[src/rtl/pwm_os_pkg.sv]
package pwm_os_pkg;

    // Polarity tracking for one channel pair
    typedef struct packed {
        logic pol;    // polarity in use
        logic armed;  // a captured value waits for deadband end
        logic hold;   // value captured at reload
    } pol_state_t;

    // Registered pad state for one channel pair
    typedef struct packed {
        logic hi;
        logic lo;
        logic oe;
    } pair_pad_t;

endpackage

[src/rtl/pwm_os_polsel.sv]
module pwm_os_polsel
    import pwm_os_pkg::*;
(
    input  logic clk,
    input  logic rst_n,
    input  logic comp_mode,
    input  logic reload_stb,
    input  logic deadband_done,
    input  logic pol_new,
    output logic pol_o
);

    pol_state_t st_d;
    pol_state_t st_q;

    always_comb begin
        st_d = st_q;
        if (!comp_mode) begin
            st_d.armed = 1'b0;
            if (reload_stb) begin
                st_d.pol = pol_new;
            end
        end else begin
            if (deadband_done && st_q.armed) begin
                st_d.pol   = st_q.hold;
                st_d.armed = 1'b0;
            end
            if (reload_stb) begin
                st_d.hold  = pol_new;
                st_d.armed = 1'b1;
            end
        end
    end

    always_ff @(posedge clk or negedge rst_n) begin
        if (!rst_n) begin
            st_q <= '0;
        end else begin
            st_q <= st_d;
        end
    end

    assign pol_o = st_q.pol;

endmodule

[src/rtl/pwm_os_levmap.sv]
module pwm_os_levmap (
    input  logic pol,
    input  logic req_hi,
    input  logic req_lo,
    input  logic off_hi,
    input  logic off_lo,
    output logic lvl_hi,
    output logic lvl_lo
);

    logic act_hi;
    logic act_lo;

    always_comb begin
        act_hi = pol ? req_lo : req_hi;
        act_lo = pol ? req_hi : req_lo;
        // active drives the inverse of the off level
        lvl_hi = off_hi ^ act_hi;
        lvl_lo = off_lo ^ act_lo;
    end

endmodule

[src/rtl/pwm_pair_outstage.sv]
module pwm_pair_outstage
    import pwm_os_pkg::*;
#(
    parameter int N_PAIRS = 3
) (
    input  logic               clk,
    input  logic               rst_n,
    input  logic [N_PAIRS-1:0] pair_en,
    input  logic               off_hi,
    input  logic               off_lo,
    input  logic               comp_mode,
    input  logic [N_PAIRS-1:0] pol_pend,
    input  logic               reload_stb,
    input  logic               deadband_done,
    input  logic [N_PAIRS-1:0] raw_hi,
    input  logic [N_PAIRS-1:0] raw_lo,
    output logic [N_PAIRS-1:0] pin_hi,
    output logic [N_PAIRS-1:0] pin_lo,
    output logic [N_PAIRS-1:0] pin_oe_hi,
    output logic [N_PAIRS-1:0] pin_oe_lo
);

    localparam int LAST = N_PAIRS - 1;

    logic [LAST:0] pol_cur;
    logic [LAST:0] lvl_hi;
    logic [LAST:0] lvl_lo;

    pair_pad_t [LAST:0] pad_d;
    pair_pad_t [LAST:0] pad_q;

    for (genvar g = 0; g < N_PAIRS; g++) begin : g_pair
        pwm_os_polsel i_polsel (
            .clk           (clk),
            .rst_n         (rst_n),
            .comp_mode     (comp_mode),
            .reload_stb    (reload_stb),
            .deadband_done (deadband_done),
            .pol_new       (pol_pend[g]),
            .pol_o         (pol_cur[g])
        );

        pwm_os_levmap i_levmap (
            .pol    (pol_cur[g]),
            .req_hi (raw_hi[g]),
            .req_lo (raw_lo[g]),
            .off_hi (off_hi),
            .off_lo (off_lo),
            .lvl_hi (lvl_hi[g]),
            .lvl_lo (lvl_lo[g])
        );
    end

    always_comb begin
        pad_d = pad_q;
        for (int i = 0; i < N_PAIRS; i++) begin
            pad_d[i].hi = lvl_hi[i];
            pad_d[i].lo = lvl_lo[i];
            pad_d[i].oe = pair_en[i];
        end
    end

    always_ff @(posedge clk or negedge rst_n) begin
        if (!rst_n) begin
            pad_q <= '0;
        end else begin
            pad_q <= pad_d;
        end
    end

    always_comb begin
        for (int i = 0; i < N_PAIRS; i++) begin
            pin_hi[i]    = pad_q[i].hi;
            pin_lo[i]    = pad_q[i].lo;
            pin_oe_hi[i] = pad_q[i].oe;
            pin_oe_lo[i] = pad_q[i].oe;
        end
    end

endmodule

[config.mk]
export PLATFORM = sky130hd
export DESIGN_NAME = pwm_pair_outstage
export DESIGN_NICKNAME = d
export VERILOG_FILES = /design/src/rtl/pwm_os_pkg.sv /design/src/rtl/pwm_os_polsel.sv /design/src/rtl/pwm_os_levmap.sv /design/src/rtl/pwm_pair_outstage.sv
export SDC_FILE = /design/constraint.sdc
export NUM_CORES = 1
export LEC_CHECK = 0
export BUFFER_PORTS_ARGS = -buffer_cell sky130_fd_sc_hd__buf_2
export CAP_MARGIN = 20
export CORE_AREA = 2 2 51 53
export DETAILED_ROUTE_END_ITERATION = 12
export DIE_AREA = 0 0 53 55
export PLACE_DENSITY = 0.62
export SLEW_MARGIN = 15
export SYNTH_ARGS = -nofsm -noshare
export SYNTH_HDL_FRONTEND = slang
export SYNTH_SLANG_ARGS = --single-unit
export TNS_END_PERCENT = 10
[constraint.sdc]
create_clock -name clk -period 1.03 [get_ports clk]
set_input_delay 0.206 -clock clk [delete_from_list [all_inputs] [get_ports clk]]
set_output_delay 0.206 -clock clk [all_outputs]
set_load 0.02 [all_outputs]
Yosys cells after proc, flatten, opt, wreduce, memory -nomap -nowiden
Cells that the tools add are included.
- equal/unequal tests: 6
- mux-type cells: 18
- bitwise gates (word level): 6
- reductions and logical operators: 8
- operator list (operator ; number):
    $mux W2 ; 9
    $mux W1 ; 9
    $ne A3 B1 Y1 const B ; 3
    $reduce_and A2 Y1 ; 4
    $ne A2 B1 Y1 const B ; 3
    $xor A1 B1 Y1 ; 6
    $logic_and A1 B1 Y1 ; 3
    $reduce_bool A2 Y1 ; 1
- register bits: 18
- input bits: 19
- output and inout port bits: 12
- logic and storage cells: 56

Depth between registers and ports, before layout
- depth in word-level cells: 4
- mapped depth: 3
- depth with buffers taken out: 2

Modules after synthesis
Synthesis repeated with hierarchy kept, for this count alone.
- cell total of the unflattened synthesis: 60
- area, all modules: 780.7 um^2
- by module, submodules not included (module ; instances ; cells each ; area an instance (um^2) ; seq. area each (um^2)):
    pwm_os_polsel ; 3 ; 12 ; 140.1 ; 75.1
    pwm_pair_outstage ; 1 ; 12 ; 247.7 ; 225.2
    pwm_os_levmap ; 3 ; 4 ; 37.5 ; 0.0

Worst setup path before layout
No wires, ideal clock.
- kind: reg2reg
- from: register g_pair[0].i_polsel.st_q[1] in the netlist's numbering
- to: register g_pair[0].i_polsel.st_q (netlist bit g_pair[0].i_polsel.pol_o)
- library setup time: 0.126 ns
- arrival time: 0.792 ns
- required time: 0.904 ns
- setup slack: 0.112 ns
- cell stages (with the launch flop): 3
- path buffers: 0
- clock period less this slack: 0.918 ns
- cells stage by stage: dfrtp_1 -> and3_1 -> o311a_1
- longest elaborated chain between the ends: 3
- ends and longest elaborated chain (item ; RTL line ; source):
    from (decl) ; pwm_os_polsel.sv:14 ; pol_state_t st_q;
    from (signal assigned) ; pwm_os_polsel.sv:39 ; st_q <= st_d;
    $logic_and A1 B1 Y1 ; pwm_os_polsel.sv:24 ; if (deadband_done && st_q.armed) begin
    $ne A2 B1 Y1 (no line) ; - ;
    $reduce_and A2 Y1 (no line) ; - ;
No other way between the ends.
A chain may end at the register's enable or synchronous reset.

Worst setup path after layout
- from: register pad_q (netlist bit pin_oe_hi[0])
- to: output pin_oe_lo[0]
- RTL lines (item ; RTL line ; source):
    from (decl) ; pwm_pair_outstage.sv:30 ; pair_pad_t [LAST:0] pad_q;
    from (signal assigned) ; pwm_pair_outstage.sv:67 ; pad_q <= pad_d;
    to (decl) ; pwm_pair_outstage.sv:20 ; output logic [N_PAIRS-1:0] pin_oe_lo
No word-level cell between the ends.

==> metrics.txt <==
status=finished with violations; violated checks=negative setup slack; htree depth=1; gr ovfl total=0; # resized after CTS=0; WP data required=0.82 ns; Worst Reg2Reg Path Length in Cells=2; via count=578; Net Count, Synth=76; syn avg cell area=13.7 um^2; Fillers=233; HP Start=pol_pend[1]; crit-path cells=buf_2; worst skew pair latency=0.29 ns; hold depth=2; WP data arrival=0.83 ns; Lkg Pwr=0.000498 uW; RR Startpoint=g_pair[2].i_polsel.st_q[1]; Final Setup Violations=2; Cell variety after synth=13; Internal Power=1190 uW; min cycle time layout=1.03 ns; Switching Fraction=26.7%; sequential share of power=52.1%; die extent in x=53 um; Multi-input gate area=303 um^2; Synth Cell Area=783 um^2; global-route wire length before repair=2150 um; Final ANT Viol Nets=0; final instance area=0.00102 mm^2; number of max-cap violations=0; Mapped Cells=57; Die ar.=0.00292 mm^2; Vias/cell=4.74; drt total wl=1410 um; Clock power frac=26.3%; GR Layer Usage met3=6.45%; # nets final=112; slowest stage delay, CP=0.38 ns; post-synth top area cell=dfrtp_1; CTS tree=done; post-synthesis sequential area ratio=57.5%; clk slew on worst S/H paths=0.10 ns; Combinational Power Share=21.6%; core area=0.00236 mm^2; r2r setup slk=0.04 ns; #FFs+latches synth=18; Initial Utilization=33.1%; slowest CP cell=dfrtp_1; Tot GR Track Use=10.8%; placed cells=114; post-route setup slack=-0.00209 ns; initial antenna violation count=0; R2R Path End=g_pair[2].i_polsel.pol_o; Setup crit end kind=output port; count of input and output buffers=30; Power Total=1620 uW; WP buf/inv=1; DP Area=948 um^2; P_sw=431 uW; Reg area=450 um^2; count of standard-cell rows=18; die span in y=55 um; clock skew=0.00713 ns; Worst Hold End=g_pair[1].i_polsel.st_q[0]; first-pass detailed-route iteration total=5; diode count=0; Final Hold Viols=0; largest net degree at the start of global routing=19; Routability Congestion=0.790; vias in the first global route=529; setup bufs post-CTS=0; delay-heaviest family, CP=flip-flops; peak supply drop=1190 uV; maximum root-to-sink buffer count=2; Max FO, Critical Path=2; Power Dens Cells=1580 mW/mm^2; layout cell share with drive strength beyond 1=42.4%; met2 Usage GRT=20.6%; most frequent cells in the layout=30 x buf_2, 18 x dfrtp_1, 6 x mux2i_1, 6 x xnor2_1, 4 x dlygate4sd3_1; total CTS buffers=3; Layout Cells excl Fill=122; Worst setup startpoint=pin_oe_hi[0]; Hold Path Class=in2reg; final core occ=43.3%; num ports=31; Initial DRC Count=3; worst slew pin tran=0.396 ns; most common cell after layout, fill and taps aside=buf_2; met1 Track Usage GR=9.81%; startpoint types=register; Setup Crit Path Kind=reg2out; synth top area cells=dfrtp_1 58%, mux2i_1 7.7%, xnor2_1 6.7%; clock sink total=18; final worst path period share=100%; TNS Setup=-0.00416 ns; RSZ-0062 raised after global routing=yes; yosys warns=0; maximum clock rate=0.969 GHz; hpwl dp=1060 um; Max Slew Vio Count=0; residual DRC count=0; WL/cell=11.6 um; Root Driver=clkbuf_4; post-synth top area share=57.5%; Slew headroom=73.6%; P&R area growth vs syn=30.8%; global routing's busiest layer=met2
[kinds of logic after synthesis]
kind of cell	after synthesis	synth area share, %
AO/OA/AOI/OAI	6	6.71
XOR/XNOR	6	6.71
buffers and inverters	4	3.83
flip-flops	18	57.5
multiplexers	9	12.0
AND/OR/NAND/NOR	14	13.3
[final cells by class]
| class | instances | area share, % |
|---|---|---|
| flip-flops and latches | 18 | 44.0 |
| multi-input cells | 35 | 29.5 |
| repair buffers | 35 | 19.3 |
| well taps | 30 | 3.66 |
| clock buffers | 4 | 3.54 |
[power groups by stage]
| stage | clock, uW | combinational [uW] | sequential [uW] |
|---|---|---|---|
| after floorplan | 0 | 154 | 915 |
| after global placement | 0 | 335 | 855 |
| after detailed placement | 0 | 340 | 858 |
| after CTS | 439 | 344 | 843 |
| after global routing | 469 | 380 | 854 |
| final | 425 | 349 | 843 |
[worst max-delay path by stage]
| stage | depth (start not counted) | end |
|---|---|---|
| 6_report | 1 | pin_oe_lo[0] |
| 5_1_grt | 1 | pin_oe_hi[0] |
| 4_1_cts | 1 | pin_oe_hi[0] |
| 3_5_place_dp | 3 | g_pair[0].i_polsel.pol_o |
| 3_3_place_gp | 3 | g_pair[1].i_polsel.pol_o |
| 2_1_floorplan | 2 | g_pair[0].i_polsel.pol_o |
[state kept, by name (all words and copies together) (netlist names)]
signal                 cells
g_pair.i_polsel.st_q       6
g_pair.i_polsel.pol_o      3
pin_hi                     3
pin_lo                     3
pin_oe_hi                  3
[timing repair]
| item | in CTS | in global routing |
|---|---|---|
| hold endpoints to repair | 18 | 3 |
| hold buffers | 1 | 3 |
| endpoints found under the setup margin | 7 | 13 |
[stage by stage]
| step | setup slack [ns] | hold WS, ns |
|---|---|---|
| final | -0.00209 | 0.152 |
| after global routing | -0.0549 | 0.131 |
| after CTS | -0.0167 | 0.0101 |
| after detailed placement | -0.0418 | 0.152 |
| after global placement | -0.0104 | 0.153 |
| after floorplan | 0.112 | -0.0896 |
[per-layer routing]
metal  vias up  share of wire, %
li1        274                 -
met1       275                38
met2        27                52
met3         2               9.1
met4         0              0.71
met5         -                 0
[cell usage after synthesis, drive strengths merged]
master,count
and2b,1
and3,3
buf,4
dfrtp,18
mux2,3
mux2i,6
nand2,1
nand4b,3
nor2b,3
o21a,3
o311a,3
or3b,3
xnor2,6
Power figures use the tool's default switching activity.
